==> src/rtl/ipe_pkg.sv <==
package ipe_pkg;
  localparam int ADDR_W       = 8;
  localparam int DATA_W       = 16;
  localparam int CTRL_BASE    = 'h14;
  localparam int VEC_BASE     = 'h50;
  localparam int MASK_ADDR    = 'h36;
  localparam int PEND_ADDR    = 'h3A;
  localparam int AUTOVEC_BASE = 24;

  function automatic logic [4:0] prio_code(input logic [7:0] ctrl);
    return ctrl[4:0];
  endfunction

  function automatic logic [2:0] level_of(input logic [7:0] ctrl);
    return ctrl[4:2];
  endfunction

  function automatic logic [7:0] vector_of(input logic [7:0] ctrl, input logic [7:0] vec);
    return ctrl[7] ? (8'(AUTOVEC_BASE) + {5'd0, level_of(ctrl)}) : vec;
  endfunction
endpackage

==> src/rtl/ipe_regs.sv <==
module ipe_regs
  import ipe_pkg::*;
#(
  parameter int NSRC = 13
) (
  input  logic                        clk,
  input  logic                        rst_n,
  input  logic [NSRC-1:0]             req,
  input  logic                        wr,
  input  logic [ADDR_W-1:0]           addr,
  input  logic [DATA_W-1:0]           wdata,
  output logic [DATA_W-1:0]           rdata,
  output logic [NSRC-1:0][7:0]        ctrl,
  output logic [NSRC-1:0][7:0]        vec,
  output logic [NSRC-1:0]             mask,
  output logic [NSRC-1:0]             pend
);
  logic mask_hit;
  assign mask_hit = wr && (int'(addr) == MASK_ADDR);

  for (genvar g = 0; g < NSRC; g++) begin : g_src
    logic ctrl_hit, vec_hit;
    assign ctrl_hit = wr && (int'(addr) == CTRL_BASE + g);
    assign vec_hit  = wr && (int'(addr) == VEC_BASE + g);
    always_ff @(posedge clk) begin
      if (!rst_n) begin
        ctrl[g] <= '0;
        vec[g]  <= '0;
      end else begin
        if (ctrl_hit) ctrl[g] <= wdata[7:0];
        if (vec_hit)  vec[g]  <= wdata[7:0];
      end
    end
  end

  always_ff @(posedge clk) begin
    if (!rst_n) begin
      mask <= '1;
      pend <= '0;
    end else begin
      pend <= req;
      if (mask_hit) mask <= wdata[NSRC:1];
    end
  end

  always_comb begin
    rdata = '0;
    if (int'(addr) == MASK_ADDR) rdata[NSRC:1] = mask;
    if (int'(addr) == PEND_ADDR) rdata[NSRC:1] = pend;
    for (int k = 0; k < NSRC; k++) begin
      if (int'(addr) == CTRL_BASE + k) rdata = {8'd0, ctrl[k]};
      if (int'(addr) == VEC_BASE + k)  rdata = {8'd0, vec[k]};
    end
  end

  // pending mirrors the lines one edge later
  a_r1_pending_follows: assert property (@(posedge clk) disable iff (!rst_n)
    $past(rst_n) |-> pend == $past(req));
  // a write to the pending address leaves the mask alone
  a_r11_pend_write_inert: assert property (@(posedge clk) disable iff (!rst_n)
    $past(rst_n) && $past(wr) && int'($past(addr)) == PEND_ADDR |-> $stable(mask));
endmodule

==> src/rtl/ipe_arb.sv <==
module ipe_arb
  import ipe_pkg::*;
#(
  parameter int NSRC  = 13,
  parameter int IDX_W = $clog2(NSRC)
) (
  input  logic                 clk,
  input  logic                 rst_n,
  input  logic [NSRC-1:0]      active,
  input  logic [NSRC-1:0][7:0] ctrl,
  output logic                 win_valid,
  output logic [IDX_W-1:0]     win_idx
);
  logic [4:0] best_code;

  always_comb begin
    best_code = '0;
    win_valid = 1'b0;
    win_idx   = '0;
    for (int k = 0; k < NSRC; k++) begin
      if (active[k] && prio_code(ctrl[k]) > best_code) begin
        best_code = prio_code(ctrl[k]);
        win_valid = 1'b1;
        win_idx   = IDX_W'(k);
      end
    end
  end

  // a zero code can never be the winner
  a_r5_zero_code_loses: assert property (@(posedge clk) disable iff (!rst_n)
    win_valid |-> prio_code(ctrl[win_idx]) != 5'd0);
  // the winner is always an active source
  a_r2_winner_active: assert property (@(posedge clk) disable iff (!rst_n)
    win_valid |-> active[win_idx]);
endmodule

==> src/rtl/irq_level_encoder.sv <==
module irq_level_encoder
  import ipe_pkg::*;
#(
  parameter int NSRC = 13
) (
  input  logic              clk,
  input  logic              rst_n,
  input  logic [NSRC-1:0]   irq_req,
  input  logic              reg_wr,
  input  logic [7:0]        reg_addr,
  input  logic [15:0]       reg_wdata,
  output logic [15:0]       reg_rdata,
  output logic [2:0]        cpu_level,
  output logic [7:0]        cpu_vector
);
  localparam int IDX_W = $clog2(NSRC);

  logic [NSRC-1:0][7:0] ctrl, vec;
  logic [NSRC-1:0]      mask, pend, active;
  logic                 win_valid;
  logic [IDX_W-1:0]     win_idx;

  ipe_regs #(.NSRC(NSRC)) u_regs (
    .clk(clk), .rst_n(rst_n), .req(irq_req), .wr(reg_wr), .addr(reg_addr),
    .wdata(reg_wdata), .rdata(reg_rdata), .ctrl(ctrl), .vec(vec),
    .mask(mask), .pend(pend)
  );

  assign active = pend & ~mask;

  ipe_arb #(.NSRC(NSRC), .IDX_W(IDX_W)) u_arb (
    .clk(clk), .rst_n(rst_n), .active(active), .ctrl(ctrl),
    .win_valid(win_valid), .win_idx(win_idx)
  );

  always_comb begin
    cpu_level  = '0;
    cpu_vector = '0;
    if (win_valid) begin
      cpu_level  = level_of(ctrl[win_idx]);
      cpu_vector = vector_of(ctrl[win_idx], vec[win_idx]);
    end
  end

  // no winner means quiet outputs
  a_r5_idle_quiet: assert property (@(posedge clk) disable iff (!rst_n)
    !win_valid |-> cpu_level == 3'd0 && cpu_vector == 8'd0);
  // a masked source never drives the level
  a_r2_masked_blocked: assert property (@(posedge clk) disable iff (!rst_n)
    win_valid |-> !mask[win_idx] && pend[win_idx]);
  // autovector relation between the two outputs
  a_r7_autovector: assert property (@(posedge clk) disable iff (!rst_n)
    win_valid && ctrl[win_idx][7] |-> cpu_vector == 8'(AUTOVEC_BASE) + {5'd0, cpu_level});
endmodule

==> config.mk <==
export PLATFORM = sky130hd
export DESIGN_NAME = irq_level_encoder
export DESIGN_NICKNAME = d
export VERILOG_FILES = /design/src/rtl/ipe_pkg.sv /design/src/rtl/ipe_regs.sv /design/src/rtl/ipe_arb.sv /design/src/rtl/irq_level_encoder.sv
export SDC_FILE = /design/constraint.sdc
export NUM_CORES = 1
export LEC_CHECK = 0
export ABC_AREA = 1
export BUFFER_PORTS_ARGS = -buffer_cell sky130_fd_sc_hd__buf_2
export CORE_MARGIN = 2
export CORE_UTILIZATION = 50
export DETAILED_ROUTE_END_ITERATION = 16
export PLACE_DENSITY_LB_ADDON = 0.15
export SYNTH_ARGS = -nofsm -noshare
export SYNTH_HDL_FRONTEND = slang
export SYNTH_HIERARCHICAL = 1
export SYNTH_SLANG_ARGS = --single-unit
==> constraint.sdc <==
create_clock -name clk -period 28.9 [get_ports clk]
set_input_delay 2.89 -clock clk [delete_from_list [all_inputs] [get_ports clk]]
set_output_delay 2.89 -clock clk [all_outputs]
set_load 0.01 [all_outputs]
==> flow_summary_export.csv <==
group,metric,value,unit
global_route,grt_most_used_layer,"met2",
floorplanning,core,30400,um2
synthesis,synth_edf_count,0,
route,dr.first_iter.drc_count,1766,
floorplanning,io_pins,67,
global_route,grt_max_degree,94,
synthesis,synth_mux_area_share,0,%
setup_path,slowest_stage,"buf_4",
setup_path,worstSetupEndpointType,"output port",
setup_path,required,26010,ps
route,routed_wirelength,54.0,mm
synthesis,synth.distinct_cells,43,
sta,worstMarginPinSlew,1100,ps
route,drc,0,
route,routedWlPerCell,18.9,um
global_route,grt_pass1_wl,81.9,mm
placed_design,dp_hpwl,37.7,mm
sta,finalClockSkew,0,ps
floorplanning,core.rowCount,64,
setup_path,cp_common_cell,"nand2_2",
clocking,clock-sinks,234,
final_layout,syn2layout_area_growth,7.82,%
power,p_clk_share,49.8,%
global_route,overflow,0,
clocking,htree_levels,1,
sta,rsz0062_at_grt,"no",
clocking,cts.clk_slew.worst_paths,60,ps
route,via_per_inst,5.73,
final_layout,fillers,3122,
sta,fin_crit_sh,71.0,%
power,combPwrFrac,4.9,%
route,ant_nets,0,
clocking,clockBufferDepth,3,
final_layout,num_antenna_cells,0,
setup_path,max_stage_delay,640,ps
power,power_leakage,7.00,nW
power,peakVddDrop,50.1,uV
clocking,holdBufCountCts,0,
power,cell_internal_pwr,0.539,mW
power,power_density,43.4,nW/um2
setup_path,path_max_fanout,75,
synthesis,yosysSeqAreaShare,30.5,%
sta,relSlewSlack,26.9,%
synthesis,syn-cell-area,15300,um2
sta,hold_viol,0,
clocking,tritoncts,"done",
final_layout,fin_util,54.3,%
sta,fin_crit,20510,ps
clocking,cts_resized,0,
power,p_sw,0.178,mW
synthesis,ys_warn_count,6,
sta,finalSetupViolations,0,
clocking,post-cts-setup-buffers,0,
global_route,antenna_found_initial,1,
sta,setup_tns,0,ps
floorplanning,die_h,179,um
synthesis,postSynthCellCount,2471,
synthesis,synth-seq-cells,234,
synthesis,synth_top_family_by_area,"simple AND/OR/NAND/NOR gates",
clocking,insertion_delay,560,ps
outcome,status,"finished clean",
floorplanning,die_w,179,um
clocking,root_buffer,"clkbuf_16",
synthesis,synth_top_flop_cell,"dfxtp_1",
synthesis,synth_compound_area_share,18.1,%
floorplanning,initial_core_util,50.4,%
setup_path,cp-start-kind,"register",
setup_path,crit_type,"reg -> out",
placed_design,gp_congestion,0.984,
sta,fmax,48.8,MHz
floorplanning,dieArea,32100,um2
synthesis,async_flop_share,0,%
hold_path,holdCritPathClass,"reg -> reg",
job,max_cap_viol_count,0,
clocking,numCtsBuffers,29,
synthesis,synth_xor_area_share,0,%
final_layout,drive_gt1_share,9.91,%
route,via_count,16400,
setup_path,arrival,17620,ps
synthesis,synth-adder-area-share,3.43,%
placed_design,port_buffers,62,
power,switching_share,24.9,%
sta,slew_viol_final,0,
global_route,met3_usage,6.93,%
final_layout,fin_nets,2526,
global_route,grt_pass1_vias,14700,
global_route,track_usage,33.3,%
global_route,met2_usage,52.1,%
synthesis,synthSimpleGateAreaFrac,35.4,%
synthesis,synth.avg_cell_area,6.21,um2
power,seq_power_share,45.3,%
global_route,met1_usage,45.4,%
route,drt_first_pass_iters,6,
[layer usage]
metal  share of wire, %  up-vias
li1                   -     7926
met1                 43     7597
met2                 43      749
met3                 10      114
met4                3.6        2
met5              0.024        -
[power groups by stage]
stage	sequential, mW	combinational, mW	clock, mW
after global routing	0.325	0.0373	0.373
final	0.325	0.0352	0.357
after global placement	0.332	0.0338	0
after CTS	0.325	0.0342	0.360
after floorplan	0.332	0.0204	0
after detailed placement	0.332	0.0341	0
[cell usage in the layout, fill, tap and decap left out, types with 24 or more instances in the layout]
master       n
a21oi_1    231
buf_2       60
clkbuf_16   29
dfxtp_1    234
ha_1        42
inv_1      312
inv_2       24
nand2_1    612
nand2_2     44
nand3_1    239
nand3b_1    24
nand4_1     38
nor2_1     183
o21ai_0    204
[path summary, 6_finish.rpt]
kind	startpoint	to	slack, ps	cells after the start
hold reg to reg	u_regs/ctrl[93]	u_regs/ctrl[93]	440	2
setup reg to reg	u_regs/ctrl[99]	u_regs/ctrl[99]	27990	2
setup / recovery	u_regs/ctrl[0]	cpu_vector[6]	8390	104
hold / removal	u_regs/ctrl[93]	u_regs/ctrl[93]	440	2
[logic make-up after synthesis]
group | Yosys count
AO/OA/AOI/OAI | 520
adder cells (fa/ha/maj) | 42
buffers and inverters | 473
flip-flops | 234
other | 1
AND/OR/NAND/NOR | 1201
[stage by stage]
stage          power, mW  instances  worst slack (ps)  area (um2)  hold WS, ps
6_report           0.718       2858              8390       16500          444
5_1_grt            0.735       2858              6620       16500          471
4_1_cts            0.720       2858              8500       16500          443
3_5_place_dp       0.366       2809              9130       15600          434
3_3_place_gp       0.366       2809              9490       15600          436
2_1_floorplan      0.352       2472             12150       15300          420
[cell type report]
class / instances / area, um2 / area share, %
Multi-Input combinational cell: 1765 / 8760 / 53.0
Clock inverter: 9 / 96.3 / 0.583
Timing Repair Buffer: 70 / 375 / 2.27
Sequential cell: 234 / 4680 / 28.3
Tap cell: 396 / 495 / 3.00
Clock buffer: 40 / 827 / 5.00
Inverter: 344 / 1290 / 7.82
[critical path, delay by kind of cell, from the launching register on]
kind,cells,cell delay (ps)
and+or+nand+nor,64,7720
DFF,1,430
AOI/OAI and AO/OA,18,3410
buffers and inverters,10,1760
adders and majority gates,12,3660
[cells in the mapped netlist, drive strengths merged, types with 7 or more instances]
cell / number / share of area [%]
o21bai: 9 / 0.44
nand2: 663 / 17
a21oi: 241 / 8.1
clkinv: 7 / 0.17
ha: 42 / 3.4
o21ai: 222 / 7.2
buf: 44 / 2.0
inv: 337 / 8.2
o22ai: 8 / 0.33
clkbuf: 85 / 2.1
nand3b: 24 / 1.2
dfxtp: 234 / 31
nand4: 38 / 1.6
nand3: 248 / 8.4
nor3: 7 / 0.30
o211ai: 16 / 0.78
nor2: 210 / 6.1
[flip-flops by register name, summed over array words and instances (netlist names)]
| signal | flops |
|---|---|
| u_regs/pend | 13 |
| u_regs/ctrl | 104 |
| u_regs/mask | 13 |
| u_regs/vec | 104 |
Power figures use the tool's default switching activity.
